## src/rtl/fpsr_pkg.sv

```systemverilog
package fpsr_pkg;

    localparam int CSR_W    = 32;
    localparam int N_EXC    = 5;
    localparam int RM_LO    = 0;
    localparam int RM_W     = 2;
    localparam int FLAG_LO  = 2;
    localparam int EN_LO    = 7;
    localparam int CAUSE_LO = 12;
    localparam int CAUSE_W  = 6;
    localparam int DN_BIT   = 18;
    localparam int BANK_BIT = 21;
    localparam int CODE_W   = 12;
    localparam logic [CODE_W-1:0] TRAP_CODE = 12'h120;
    localparam logic [RM_W-1:0]   RM_ZERO   = 2'b01;

    function automatic logic [CSR_W-1:0] build_mask();
        logic [CSR_W-1:0] m;
        m = '0;
        for (int i = 0; i < RM_W; i++)    m[RM_LO + i]    = 1'b1;
        for (int i = 0; i < N_EXC; i++)   m[FLAG_LO + i]  = 1'b1;
        for (int i = 0; i < N_EXC; i++)   m[EN_LO + i]    = 1'b1;
        for (int i = 0; i < CAUSE_W; i++) m[CAUSE_LO + i] = 1'b1;
        m[DN_BIT]   = 1'b1;
        m[BANK_BIT] = 1'b1;
        return m;
    endfunction

    localparam logic [CSR_W-1:0] CSR_MASK = build_mask();

    typedef enum logic [1:0] {
        REL_LESS    = 2'd0,
        REL_EQUAL   = 2'd1,
        REL_GREATER = 2'd2,
        REL_UNORD   = 2'd3
    } cmp_rel_e;

    typedef enum logic [1:0] {
        EV_NONE   = 2'd0,
        EV_STATUS = 2'd1,
        EV_TBIT   = 2'd2
    } event_e;

endpackage

```

## src/rtl/fpsr_classify.sv

```systemverilog
module fpsr_classify
    import fpsr_pkg::*;
(
    input  logic       op_valid,
    input  logic       op_is_cmp,
    input  logic       cmp_gt,
    input  logic [1:0] cmp_rel,
    output event_e     kind,
    output logic       tbit_next
);
    cmp_rel_e rel;
    assign rel = cmp_rel_e'(cmp_rel);

    always_comb begin
        kind      = EV_NONE;
        tbit_next = 1'b0;
        if (op_valid) begin
            if (!op_is_cmp) begin
                kind = EV_STATUS;
            end else begin
                unique case (rel)
                    REL_UNORD:   kind = EV_STATUS;
                    REL_EQUAL:   begin kind = EV_TBIT; tbit_next = !cmp_gt; end
                    REL_GREATER: begin kind = EV_TBIT; tbit_next = cmp_gt;  end
                    REL_LESS:    begin kind = EV_TBIT; tbit_next = 1'b0;    end
                endcase
            end
        end
    end
endmodule

```

## src/rtl/fpsr_status_next.sv

```systemverilog
module fpsr_status_next
    import fpsr_pkg::*;
(
    input  logic [CSR_W-1:0] csr_cur,
    input  logic [N_EXC-1:0] exc,
    output logic [CSR_W-1:0] csr_upd,
    output logic             trap_hit
);
    logic [N_EXC-1:0] cause_new;
    logic [N_EXC-1:0] enables;

    assign enables   = csr_cur[EN_LO +: N_EXC];
    assign cause_new = csr_cur[CAUSE_LO +: N_EXC] | exc;

    always_comb begin
        csr_upd                     = csr_cur;
        csr_upd[FLAG_LO +: N_EXC]   = exc;
        csr_upd[CAUSE_LO +: N_EXC]  = cause_new;
    end

    assign trap_hit = (|exc) && (|(cause_new & enables));
endmodule

```

## src/rtl/fpsr_mode_decode.sv

```systemverilog
module fpsr_mode_decode
    import fpsr_pkg::*;
(
    input  logic [CSR_W-1:0] csr_cur,
    output logic             round_to_zero,
    output logic             flush_denorm
);
    assign round_to_zero = (csr_cur[RM_LO +: RM_W] == RM_ZERO);
    assign flush_denorm  = csr_cur[DN_BIT];
endmodule

```

## src/rtl/fpsr_tracker.sv

```systemverilog
module fpsr_tracker
    import fpsr_pkg::*;
(
    input  logic        clk,
    input  logic        rst_n,
    input  logic        wr_en,
    input  logic [31:0] wr_data,
    input  logic        op_valid,
    input  logic        op_is_cmp,
    input  logic        cmp_gt,
    input  logic [1:0]  cmp_rel,
    input  logic [4:0]  exc,
    output logic [31:0] csr_q,
    output logic        trap_req,
    output logic [11:0] trap_code,
    output logic        round_to_zero,
    output logic        flush_denorm,
    output logic        tbit_we,
    output logic        tbit_val
);
    event_e           kind;
    logic             tbit_next;
    logic [CSR_W-1:0] csr_upd;
    logic             trap_hit;
    logic [CSR_W-1:0] csr_r;
    logic             trap_r;
    logic             tbit_we_r;
    logic             tbit_val_r;

    fpsr_classify u_classify (
        .op_valid  (op_valid),
        .op_is_cmp (op_is_cmp),
        .cmp_gt    (cmp_gt),
        .cmp_rel   (cmp_rel),
        .kind      (kind),
        .tbit_next (tbit_next)
    );

    fpsr_status_next u_next (
        .csr_cur  (csr_r),
        .exc      (exc),
        .csr_upd  (csr_upd),
        .trap_hit (trap_hit)
    );

    fpsr_mode_decode u_mode (
        .csr_cur       (csr_r),
        .round_to_zero (round_to_zero),
        .flush_denorm  (flush_denorm)
    );

    always_ff @(posedge clk) begin
        if (!rst_n) begin
            csr_r      <= '0;
            trap_r     <= 1'b0;
            tbit_we_r  <= 1'b0;
            tbit_val_r <= 1'b0;
        end else begin
            trap_r    <= 1'b0;
            tbit_we_r <= 1'b0;
            if (wr_en) begin
                csr_r <= wr_data & CSR_MASK;
            end else if (kind == EV_STATUS) begin
                csr_r  <= csr_upd;
                trap_r <= trap_hit;
            end
            if (kind == EV_TBIT) begin
                tbit_we_r  <= 1'b1;
                tbit_val_r <= tbit_next;
            end
        end
    end

    assign csr_q     = csr_r;
    assign trap_req  = trap_r;
    assign trap_code = trap_r ? TRAP_CODE : '0;
    assign tbit_we   = tbit_we_r;
    assign tbit_val  = tbit_val_r;
endmodule

```

## config.mk

```make
export PLATFORM = sky130hd
export DESIGN_NAME = fpsr_tracker
export DESIGN_NICKNAME = d
export VERILOG_FILES = /design/src/rtl/fpsr_pkg.sv /design/src/rtl/fpsr_classify.sv /design/src/rtl/fpsr_status_next.sv /design/src/rtl/fpsr_mode_decode.sv /design/src/rtl/fpsr_tracker.sv
export SDC_FILE = /design/constraint.sdc
export NUM_CORES = 1
export LEC_CHECK = 0
export ABC_AREA = 1
export BUFFER_PORTS_ARGS = -buffer_cell sky130_fd_sc_hd__buf_4
export CAP_MARGIN = 20
export CORE_MARGIN = 2
export CORE_UTILIZATION = 42
export DETAILED_ROUTE_END_ITERATION = 10
export GPL_ROUTABILITY_DRIVEN = 0
export PLACE_DENSITY = 0.89
export SKIP_LAST_GASP = 1
export SYNTH_ARGS = -nofsm -noshare
export SYNTH_HDL_FRONTEND = slang
export SYNTH_SLANG_ARGS = --single-unit
```

## constraint.sdc

```tcl
create_clock -name clk -period 1.2 [get_ports clk]
set_input_delay 0.24 -clock clk [delete_from_list [all_inputs] [get_ports clk]]
set_output_delay 0.24 -clock clk [all_outputs]
set_load 0.01 [all_outputs]
```

# After elaboration in Yosys (flattened, before gate mapping)

Index checks and enable logic that the tools add are counted.

Bits in registers: 23
Logic and storage cells: 33

Equality and inequality tests: 6
Multiplexer cells: 10
Bitwise gates (word level): 4
Reduce and logical (&&, ||, !) cells: 8

Operators with widths:

| operator             | count |
|---|---|
| $mux W22             | 1 |
| $mux W17             | 1 |
| $reduce_or A5 Y1     | 2 |
| $mux W9              | 1 |
| $eq A2 B1 Y1 const B | 3 |
| $eq A2 B2 Y1 const B | 3 |
| $reduce_or A3 Y1     | 2 |
| $and A5 B5 Y5        | 1 |
| $or A5 B5 Y5         | 1 |
| $mux W2              | 2 |
| $pmux W2 S2          | 1 |
| $mux W1              | 3 |
| $logic_not A2 Y1     | 1 |
| $not A1 Y1           | 2 |
| $pmux W1 S2          | 1 |
| $reduce_bool A2 Y1   | 1 |
| $logic_and A1 B1 Y1  | 1 |
| $logic_not A1 Y1     | 1 |

# Logic depth before layout (Yosys ltp)

Gate-level depths: netlist of the first run.

Depth after elaboration: 8
Gate-level depth with buffers: 7
Gate-level depth less buffers: 7

# Modules after synthesis

Synthesis of the first run repeated with hierarchy kept, for this count alone.

Cells, all modules: 309
Area total of the unflattened synthesis: 2058.2 um^2

By module, submodules not included:

| module           | times used | cells each | area each (um^2) | sequential area each (um^2) |
|---|---|---|---|---|
| fpsr_tracker     | 1          | 249        | 1685.4           | 700.7 |
| fpsr_status_next | 1          | 44         | 302.8            | 0.0 |
| fpsr_classify    | 1          | 13         | 52.6             | 0.0 |
| fpsr_mode_decode | 1          | 3          | 17.5             | 0.0 |

# Worst setup path before layout of the first run

No wires, ideal clock.

Path type: input -> register
Start: input port cmp_rel[0]
End: register csr_r[16], in the netlist csr_q[16]
Setup time: 113 ps
Arrival time: 719 ps
Data required time: 1087 ps
Path slack: 368 ps
Cell stages on the path: 6
Buffers on the path: 0
Path through: nand2_1 nand2_2 nand2_4 nand2_4 nor2_1 nor2_1

Cells in the longest elaborated chain, start to end: 7
Elaborated cells between the ends (all ways): 10
Classes of those cells: eq/ne (4); mux (3); reduce/logical (3)

Ends and longest elaborated chain:

| what                                  | line                | text |
|---|---|---|
| start, declared                       | fpsr_tracker.sv:11  | `input logic [1:0] cmp_rel,` |
| $eq A2 B1 Y1 (tied with other cells)  | fpsr_classify.sv:21 | `unique case (rel)` |
| $reduce_or A3 Y1 (no source line)     | n/a                 |  |
| $pmux W2 S2 *                         | fpsr_classify.sv:21 |  |
| $mux W2 *                             | fpsr_classify.sv:18 | `if (!op_is_cmp) begin` |
| $mux W2 *                             | fpsr_classify.sv:17 | `if (op_valid) begin` |
| $eq A2 B1 Y1 *                        | fpsr_tracker.sv:63  | `end else if (kind == EV_STATUS) begin` |
| $reduce_bool A2 Y1 (no source line) * | n/a                 |  |
| end signal, assigned                  | fpsr_tracker.sv:62  | `csr_r <= wr_data & CSR_MASK;` |
| end signal, assigned                  | fpsr_tracker.sv:64  | `csr_r <= csr_upd;` |
| end, declared                         | fpsr_tracker.sv:25  | `logic [CSR_W-1:0] csr_r;` |

Mark *: on every way between the ends. The rest lies on a longest branch, timed or not.
A chain may end at the register's enable or synchronous reset.

# Worst setup path in the final report of the first run

Start: register csr_r[0], in the netlist csr_q[0]
End: output port round_to_zero

Cells in the longest elaborated chain, start to end: 1

Ends and longest elaborated chain:

| what          | line                  | text |
|---|---|---|
| $eq A2 B1 Y1  | fpsr_mode_decode.sv:8 | `assign round_to_zero = (csr_cur[RM_LO +: RM_W] == RM_ZERO);` |
| end, declared | fpsr_tracker.sv:16    | `output logic round_to_zero,` |

Every way passes these cells.

==> impl_metrics.json, run 1 <==
{
  "fin_tns_setup_ns": 0,
  "root_buffer": "clkbuf_4",
  "ys_warn_count": 0,
  "drv_cap": 0,
  "fp.dieW_um": 58.2,
  "setup_viol_count_final": 0,
  "die_h_um": 58.2,
  "grt_antenna_before_repair": 0,
  "synth_area_um2": 1230,
  "syn2layout_area_growth_pct": 31.7,
  "synthFlopType": "dfxtp_1",
  "numPortBuffers": 59,
  "worstPathRequired_ns": 0.96,
  "layout_commonest_cell": "buf_4",
  "yosysUniqueCellTypes": 18,
  "ioPinCount": 94,
  "first_iter_violations": 28,
  "dp_hpwl_mm": 2.19,
  "layout.nets": 282,
  "cp-end-kind": "output port",
  "grt_max_degree": 20,
  "route.detailed.drc": 0,
  "clk_path_buf_depth": 2,
  "regToRegSetupSlack_ns": 0.29,
  "cts_tree": "yes",
  "syn_area_per_cell_um2": 6.94,
  "crit_end": "round_to_zero",
  "wire_per_inst_um": 10.6,
  "initial_core_util_pct": 44.4,
  "r2r_start": "csr_q[13]",
  "drive_gt1_share_pct": 31.4,
  "reg2regPathDepth": 4,
  "startpoint": "csr_q[0]",
  "skew_ns": 0.00267,
  "start_kind": "flip-flop",
  "fmax_mhz": 872,
  "synth.ff_latch_count": 23,
  "postSynth.asyncResetShare_pct": 0,
  "postRouteWirelength_mm": 2.84,
  "rr_endpoint": "trap_req",
  "ir_worst_vdd_v": 0.000706,
  "fin_crit_sh_pct": 95.5,
  "crit_path_max_fanout": 2,
  "final_max_slew_viol_count": 0,
  "seq_area_frac_synth_pct": 37.3,
  "htree_levels": 1,
  "p_per_area_nw_per_um2": 1000,
  "clkTransAtPathRegs_ns": 0.12,
  "core_area_um2": 2780,
  "final_cell_mix": "buf_4, nand2_1, nor2_1, conb_1, dfxtp_1",
  "diodes": 0,
  "instances_no_fill": 267,
  "dp_cells": 262,
  "hold_violations": 0,
  "grt_first_pass_wirelength_mm": 4.48,
  "critPathKind": "reg2out",
  "post_dp_cell_area_um2": 1590,
  "hold_ws_ns": 0.145,
  "grt_pass1_vias": 1048,
  "synth_edf_count": 0,
  "rsz0062_at_grt": "false",
  "dr.pass1.iters": 4,
  "p_leak_nw": 0.874,
  "clock-sinks": 23,
  "globalRoute.totalOverflow": 0,
  "die-area_um2": 3390,
  "fin_crit_ns": 1.15,
  "ant_nets": 0,
  "status": "complete, no violations",
  "numCtsBuffers": 3,
  "clk_latency_ns": 0.30,
  "vias": 1232,
  "num_rows": 19,
  "ctsHoldBuffers": 0,
  "grt_use_total_pct": 16.8,
  "final_area_um2": 1630,
  "cp.arrival_ns": 0.91,
  "holdCritPathClass": "in2reg",
  "syn_inst": 178,
  "viasPerCell": 4.61
}
-- layout make-up --
cell class / instances / area (um^2)
fillers: 282 / 1150
multi-input cells: 135 / 586
repair buffers: 63 / 473
flip-flops and latches: 23 / 462
inverters: 11 / 41.3
well taps: 31 / 38.8
clock buffers: 4 / 26.3
-- per-layer routing --
layer  GRT usage, %  vias up  share of wire (%)
met4           3.99        0               0.53
met3           3.35        2                6.9
met1           21.5      547                 44
met2           29.1       47                 49
li1               -      636                  -
met5              0        -                  0
-- power breakdown --
| group | leakage (nW) | switching [mW] | internal [mW] |
|---|---|---|---|
| Combinational | 0.669 | 0.220 | 0.204 |
| Sequential | 0.191 | 0.0345 | 0.817 |
| Clock | 0.0150 | 0.226 | 0.130 |
-- timing repair --
action / 4_1_cts / 5_1_grt
setup buffers: 0 / 1
resized for setup: 0 / 2
setup endpoints to repair: 0 / 1
-- kinds of logic after synthesis --
| family | share of synthesized area, % |
|---|---|
| other | 0.304 |
| buffers and inverters | 21.7 |
| AOI/OAI and AO/OA | 13.0 |
| DFF | 37.3 |
| and+or+nand+nor | 27.8 |
-- through the flow --
stage	power [mW]	utilization [%]	setup WS (ns)
2_1_floorplan	1.14	-	0.368
6_report	1.63	58.5	0.0537
4_1_cts	1.63	58.2	0.0318
3_5_place_dp	1.29	57.2	0.0566
3_3_place_gp	1.28	57.2	0.127
5_1_grt	1.73	58.5	0.00247
-- worst min-delay path by stage --
| stage | start | depth (start not counted) | to |
|---|---|---|---|
| 3_5_place_dp | wr_data[8] | 3 | csr_q[8] |
| 2_1_floorplan | wr_data[18] | 2 | csr_q[18] |
| 6_report | wr_data[8] | 3 | csr_q[8] |
| 4_1_cts | wr_data[8] | 3 | csr_q[8] |
| 5_1_grt | wr_data[8] | 3 | csr_q[8] |
| 3_3_place_gp | wr_data[1] | 3 | csr_q[1] |
-- sequential cells by signal (all words and copies together) (netlist names) --
name	count
tbit_val	1
trap_req	1
csr_q	20
tbit_we	1
-- critical path, cell delays in order (launching register included) --
cell	delay, ns
dfxtp_2	0.36
inv_2	0.04
nor2_1	0.09
buf_4	0.12
-- Yosys cell counts (2+ instances only) --
master   instances  area (um^2)
o21ai_0         21          105
a21oi_1         10         50.1
buf_4           26          195
nand2_4          2         22.5
nand2_1         32          120
nand3_1         13         65.1
inv_2            2         7.51
inv_1            9         33.8
dfxtp_1         23          460
buf_6            2         22.5
nor2_1          31          116
Power figures use the tool's default switching activity.
==> run 2, diff against run 1 <==
--- a/config.mk
+++ b/config.mk
@@ -8,8 +8,10 @@
 export ABC_AREA = 1
 export BUFFER_PORTS_ARGS = -buffer_cell sky130_fd_sc_hd__buf_4
 export CAP_MARGIN = 20
+export CELL_PAD_IN_SITES_DETAIL_PLACEMENT = 0
+export CELL_PAD_IN_SITES_GLOBAL_PLACEMENT = 2
 export CORE_MARGIN = 2
-export CORE_UTILIZATION = 42
+export CORE_UTILIZATION = 20
 export DETAILED_ROUTE_END_ITERATION = 10
 export GPL_ROUTABILITY_DRIVEN = 0
 export PLACE_DENSITY = 0.89
==> run 2 against run 1 <==
  * Flip-flop and latch count stayed put
  * Non-clock buffer count is 2 lower
  * Global-route usage is 6.8 points lower
  * Critical path depth stayed put
  * Clock power is 36% higher
  * Final cell count is 16% higher
  * Largest power group unchanged
  * Routed wire length is 21% higher
  * Critical endpoint unchanged
  * Power is 7.9% higher
  * Sequential share of layout area is 1.0 points lower
  * Critical path type unchanged
  * Design area is 3.5% higher
==> impl_metrics.json, run 2 (synthesis gave the netlist of run 1 again) <==
{
  "grt_antenna_before_repair": 0,
  "numCtsBuffers": 3,
  "cp.arrival_ns": 0.85,
  "num_rows": 28,
  "dp_cells": 305,
  "route.detailed.drc": 0,
  "dp_hpwl_mm": 2.58,
  "cpMaxStageDelayCell": "dfxtp_1",
  "grt_max_degree": 24,
  "p_leak_nw": 0.874,
  "critPathKind": "reg2out",
  "power_switching_mw": 0.509,
  "critPathMaxStageDelay_ns": 0.33,
  "grt_pass1_vias": 1096,
  "grt_use_total_pct": 9.97,
  "status": "complete, no violations",
  "diodes": 0,
  "start_kind": "flip-flop",
  "clk_path_buf_depth": 2,
  "syn2layout_area_growth_pct": 36.4,
  "instances_no_fill": 309,
  "ctsHoldBuffers": 0,
  "p_total_mw": 1.76,
  "die_h_um": 82.6,
  "viasPerCell": 3.89,
  "fp.dieW_um": 82.6,
  "final_util_pct": 28.3,
  "skew_ns": 0.00465,
  "hold_violations": 0,
  "drive_gt1_share_pct": 29.9,
  "rsz0062_at_grt": "false",
  "cts.repair.resized": 0,
  "post-cts-setup-buffers": 0,
  "fmax_mhz": 917,
  "grt_first_pass_wirelength_mm": 5.11,
  "ir_worst_vdd_v": 0.000381,
  "die-area_um2": 6820,
  "crit_path_max_fanout": 2,
  "largest_register_ff_count": 20,
  "layout_commonest_cell": "buf_4",
  "core_area_um2": 5960,
  "pwr-share-clk_pct": 27.6,
  "clock-sinks": 23,
  "swShare_pct": 28.9,
  "globalRoute.totalOverflow": 0,
  "dr.pass1.iters": 2,
  "p_per_area_nw_per_um2": 1040,
  "pre_cts_slack_ns": 0.0776,
  "use_met2_pct": 17.7,
  "finalWorstSetupSlack_ns": 0.110,
  "worstPathRequired_ns": 0.96,
  "path_cells": "inv_1 -> nor2_1 -> buf_4",
  "setup_viol_count_final": 0,
  "p_seq_share_pct": 48.4,
  "ioPinCount": 94,
  "first_iter_violations": 31,
  "busiest_layer": "met2",
  "initial_core_util_pct": 20.7,
  "cellInternalPower_mw": 1.25,
  "final_cell_mix": "buf_4, nand2_1, nor2_1, dfxtp_1, conb_1",
  "clk_latency_ns": 0.26,
  "fin_crit_ns": 1.09,
  "grtUsageMet1_pct": 12.0,
  "cp-end-kind": "output port",
  "htree_levels": 1,
  "wire_per_inst_um": 11.1,
  "grt_use_met3_pct": 1.41,
  "fin_crit_sh_pct": 90.8,
  "clkTransAtPathRegs_ns": 0.08,
  "vias": 1201,
  "numPortBuffers": 59,
  "final_max_slew_viol_count": 0,
  "holdCritPathClass": "in2reg",
  "cts_tree": "yes",
  "postRouteWirelength_mm": 3.44,
  "root_buffer": "clkbuf_8",
  "drv_cap": 0,
  "power_frac_comb_pct": 24.0,
  "ant_nets": 0,
  "fin_tns_setup_ns": 0,
  "layout.nets": 280
}
run 2: cell count changes in the layout (fill, tap and decap cells not counted), sizes merged:
cell / before / now
buf: 63 / 61
run 2: layout make-up:
class	count	area, um^2
fillers	676	4270
multi-input cells	135	586
flip-flops and latches	23	460
repair buffers	61	458
well taps	75	93.8
clock buffers	4	45.0
inverters	11	41.3
run 2: path summary, 6_finish.rpt:
kind,from,endpoint,slack [ns],depth (start not counted)
max,csr_q[0],round_to_zero,0.11,3
min,wr_data[21],csr_q[21],0.20,3
max reg2reg,csr_q[13],trap_req,0.32,4
min reg2reg,csr_q[0],csr_q[0],0.48,2
run 2: worst max-delay path, delay by kind of cell (launching register included):
kind,cells,cell delay [ns]
and+or+nand+nor,1,0.08
buffers and inverters,2,0.17
DFF,1,0.33
run 2: power groups by stage:
stage                     Clock [mW]  Combinational (mW)  Sequential, mW
after floorplan                    0               0.247           0.888
after global placement             0               0.427           0.870
after detailed placement           0               0.428           0.871
after CTS                      0.522               0.430           0.853
after global routing           0.553               0.477           0.860
final                          0.485               0.423           0.852
run 2: per-layer routing:
metal | part of all wire [%] | vias to the layer above | wire length, um
met5 | 0 | - | 0
met4 | 1.2 | 0 | 40
met3 | 6.2 | 2 | 214
met2 | 49 | 39 | 1670
met1 | 44 | 528 | 1510
li1 | - | 632 | -
run 2: metrics by stage:
step | hold WS [ns] | instance area, um^2
detailed placement | 0.469 | 1640
global placement | 0.463 | 1640
floorplan | 0.375 | 1310
CTS | 0.188 | 1680
global route | 0.189 | 1680
finish | 0.196 | 1680
==> run 3, diff against run 2 <==
--- a/config.mk
+++ b/config.mk
@@ -10,6 +10,7 @@
 export CAP_MARGIN = 20
 export CELL_PAD_IN_SITES_DETAIL_PLACEMENT = 0
 export CELL_PAD_IN_SITES_GLOBAL_PLACEMENT = 2
+export CORE_ASPECT_RATIO = 0.7
 export CORE_MARGIN = 2
 export CORE_UTILIZATION = 20
 export DETAILED_ROUTE_END_ITERATION = 10
==> run 3 against run 2 <==
  * Worst hold slack worse by 0.013 ns
  * First-iteration DRC count is 19% lower
  * Routed wire length is 3.8% higher
  * Final cell count is 0.32% higher
  * Global-route usage is 0.58 points higher
  * Largest power group unchanged
==> impl_metrics.json, run 3 (synthesis gave the netlist of run 1 again) <==
{
  "status": "complete, no violations",
  "ioPinCount": 94,
  "cp.arrival_ns": 0.85,
  "ctsHoldBuffers": 0,
  "layout_commonest_cell": "buf_4",
  "cts.repair.resized": 0,
  "fp.dieW_um": 97.9,
  "dr.pass1.iters": 4,
  "clkTransAtPathRegs_ns": 0.09,
  "core_area_um2": 5840,
  "skew_ns": 0.00988,
  "clk_path_buf_depth": 2,
  "p_per_area_nw_per_um2": 1050,
  "n_fill_cell": 663,
  "rsz0062_at_grt": "false",
  "initial_core_util_pct": 21.1,
  "ir_worst_vdd_v": 0.000429,
  "fmax_mhz": 918,
  "numPortBuffers": 59,
  "viasPerCell": 3.88,
  "grt_first_pass_wirelength_mm": 5.75,
  "clock-sinks": 23,
  "path_cells": "inv_1 -> nor2_1 -> buf_4",
  "cpMaxStageDelayCell": "dfxtp_1",
  "wire_per_inst_um": 11.5,
  "die_h_um": 69.7,
  "holdCritPathClass": "in2reg",
  "grt_antenna_before_repair": 0,
  "grt_pass1_vias": 1168,
  "grt_max_degree": 24,
  "syn2layout_area_growth_pct": 38.1,
  "diodes": 0,
  "critPathKind": "reg2out",
  "worstPathRequired_ns": 0.96,
  "fin_tns_setup_ns": 0,
  "regToRegSetupSlack_ns": 0.28,
  "clk_latency_ns": 0.27,
  "pwr-share-clk_pct": 28.1,
  "fin_crit_ns": 1.09,
  "dp_hpwl_mm": 2.63,
  "htree_levels": 1,
  "final_area_um2": 1710,
  "drive_gt1_share_pct": 30.6,
  "p_total_mw": 1.79,
  "fin_crit_sh_pct": 90.8,
  "largest_register_ff_count": 20,
  "first_iter_violations": 25,
  "start_kind": "flip-flop",
  "setup_viol_count_final": 0,
  "vias": 1203,
  "grt_use_total_pct": 10.6,
  "critPathMaxStageDelay_ns": 0.33,
  "hold_violations": 0,
  "route.detailed.drc": 0,
  "final_max_slew_viol_count": 0,
  "power_frac_comb_pct": 24.3,
  "post-cts-setup-buffers": 0,
  "cts_tree": "yes",
  "drv_cap": 0,
  "p_seq_share_pct": 47.6,
  "swShare_pct": 30.0,
  "die-area_um2": 6830,
  "cellInternalPower_mw": 1.25,
  "ant_nets": 0,
  "post_dp_cell_area_um2": 1660,
  "layout.nets": 281,
  "numCtsBuffers": 3,
  "root_buffer": "clkbuf_8",
  "p_leak_nw": 0.886,
  "power_switching_mw": 0.538,
  "cp-end-kind": "output port",
  "postRouteWirelength_mm": 3.57,
  "final_cell_mix": "buf_4, nand2_1, nor2_1, dfxtp_1, conb_1",
  "crit_path_max_fanout": 2,
  "num_rows": 23,
  "globalRoute.totalOverflow": 0
}
==> run 3: metrics by stage <==
stage	util (%)	hold WS [ns]	setup slack [ns]	cells
after global routing	29.2	0.175	0.0129	310
final	29.2	0.184	0.110	310
after detailed placement	28.4	0.466	0.0705	306
after CTS	29.2	0.182	0.0964	310
after global placement	28.4	0.463	0.106	306
after floorplan	-	0.375	0.368	199
==> run 3: area by class of cell <==
cell class	instances	area [um^2]	share of cell area (%)
inverter	11	41.3	2.42
clock buffer	3	41.3	2.42
clock inverter	1	5.00	0.293
tap	75	93.8	5.50
timing repair buffer	62	478	28.0
multi-input combinational	135	586	34.3
sequential	23	460	27.0
==> run 3: layer usage <==
metal  part of all wire (%)  global-route usage (%)
met5                      0                       0
met3                    6.9                    3.02
met4                   0.98                    2.78
met1                     48                    14.1
met2                     44                    16.7
==> run 3: critical path, delay by kind of cell (launching register included) <==
family        cells  cell delay (ns)
buf+inv           2             0.17
simple gates      1             0.08
flops             1             0.33
==> run 3: power groups by stage <==
stage          Combinational [mW]  Sequential (mW)  Clock (mW)
2_1_floorplan               0.247            0.888           0
3_3_place_gp                0.437            0.870           0
3_5_place_dp                0.439            0.870           0
4_1_cts                     0.441            0.853       0.532
5_1_grt                     0.487            0.862       0.570
6_report                    0.436            0.852       0.503
==> run 3: worst paths after layout <==
check	from	to	cells past startpoint
max	csr_q[0]	round_to_zero	3
max reg2reg	csr_q[16]	trap_req	4
min reg2reg	csr_q[0]	csr_q[0]	2
min	wr_data[7]	csr_q[7]	3
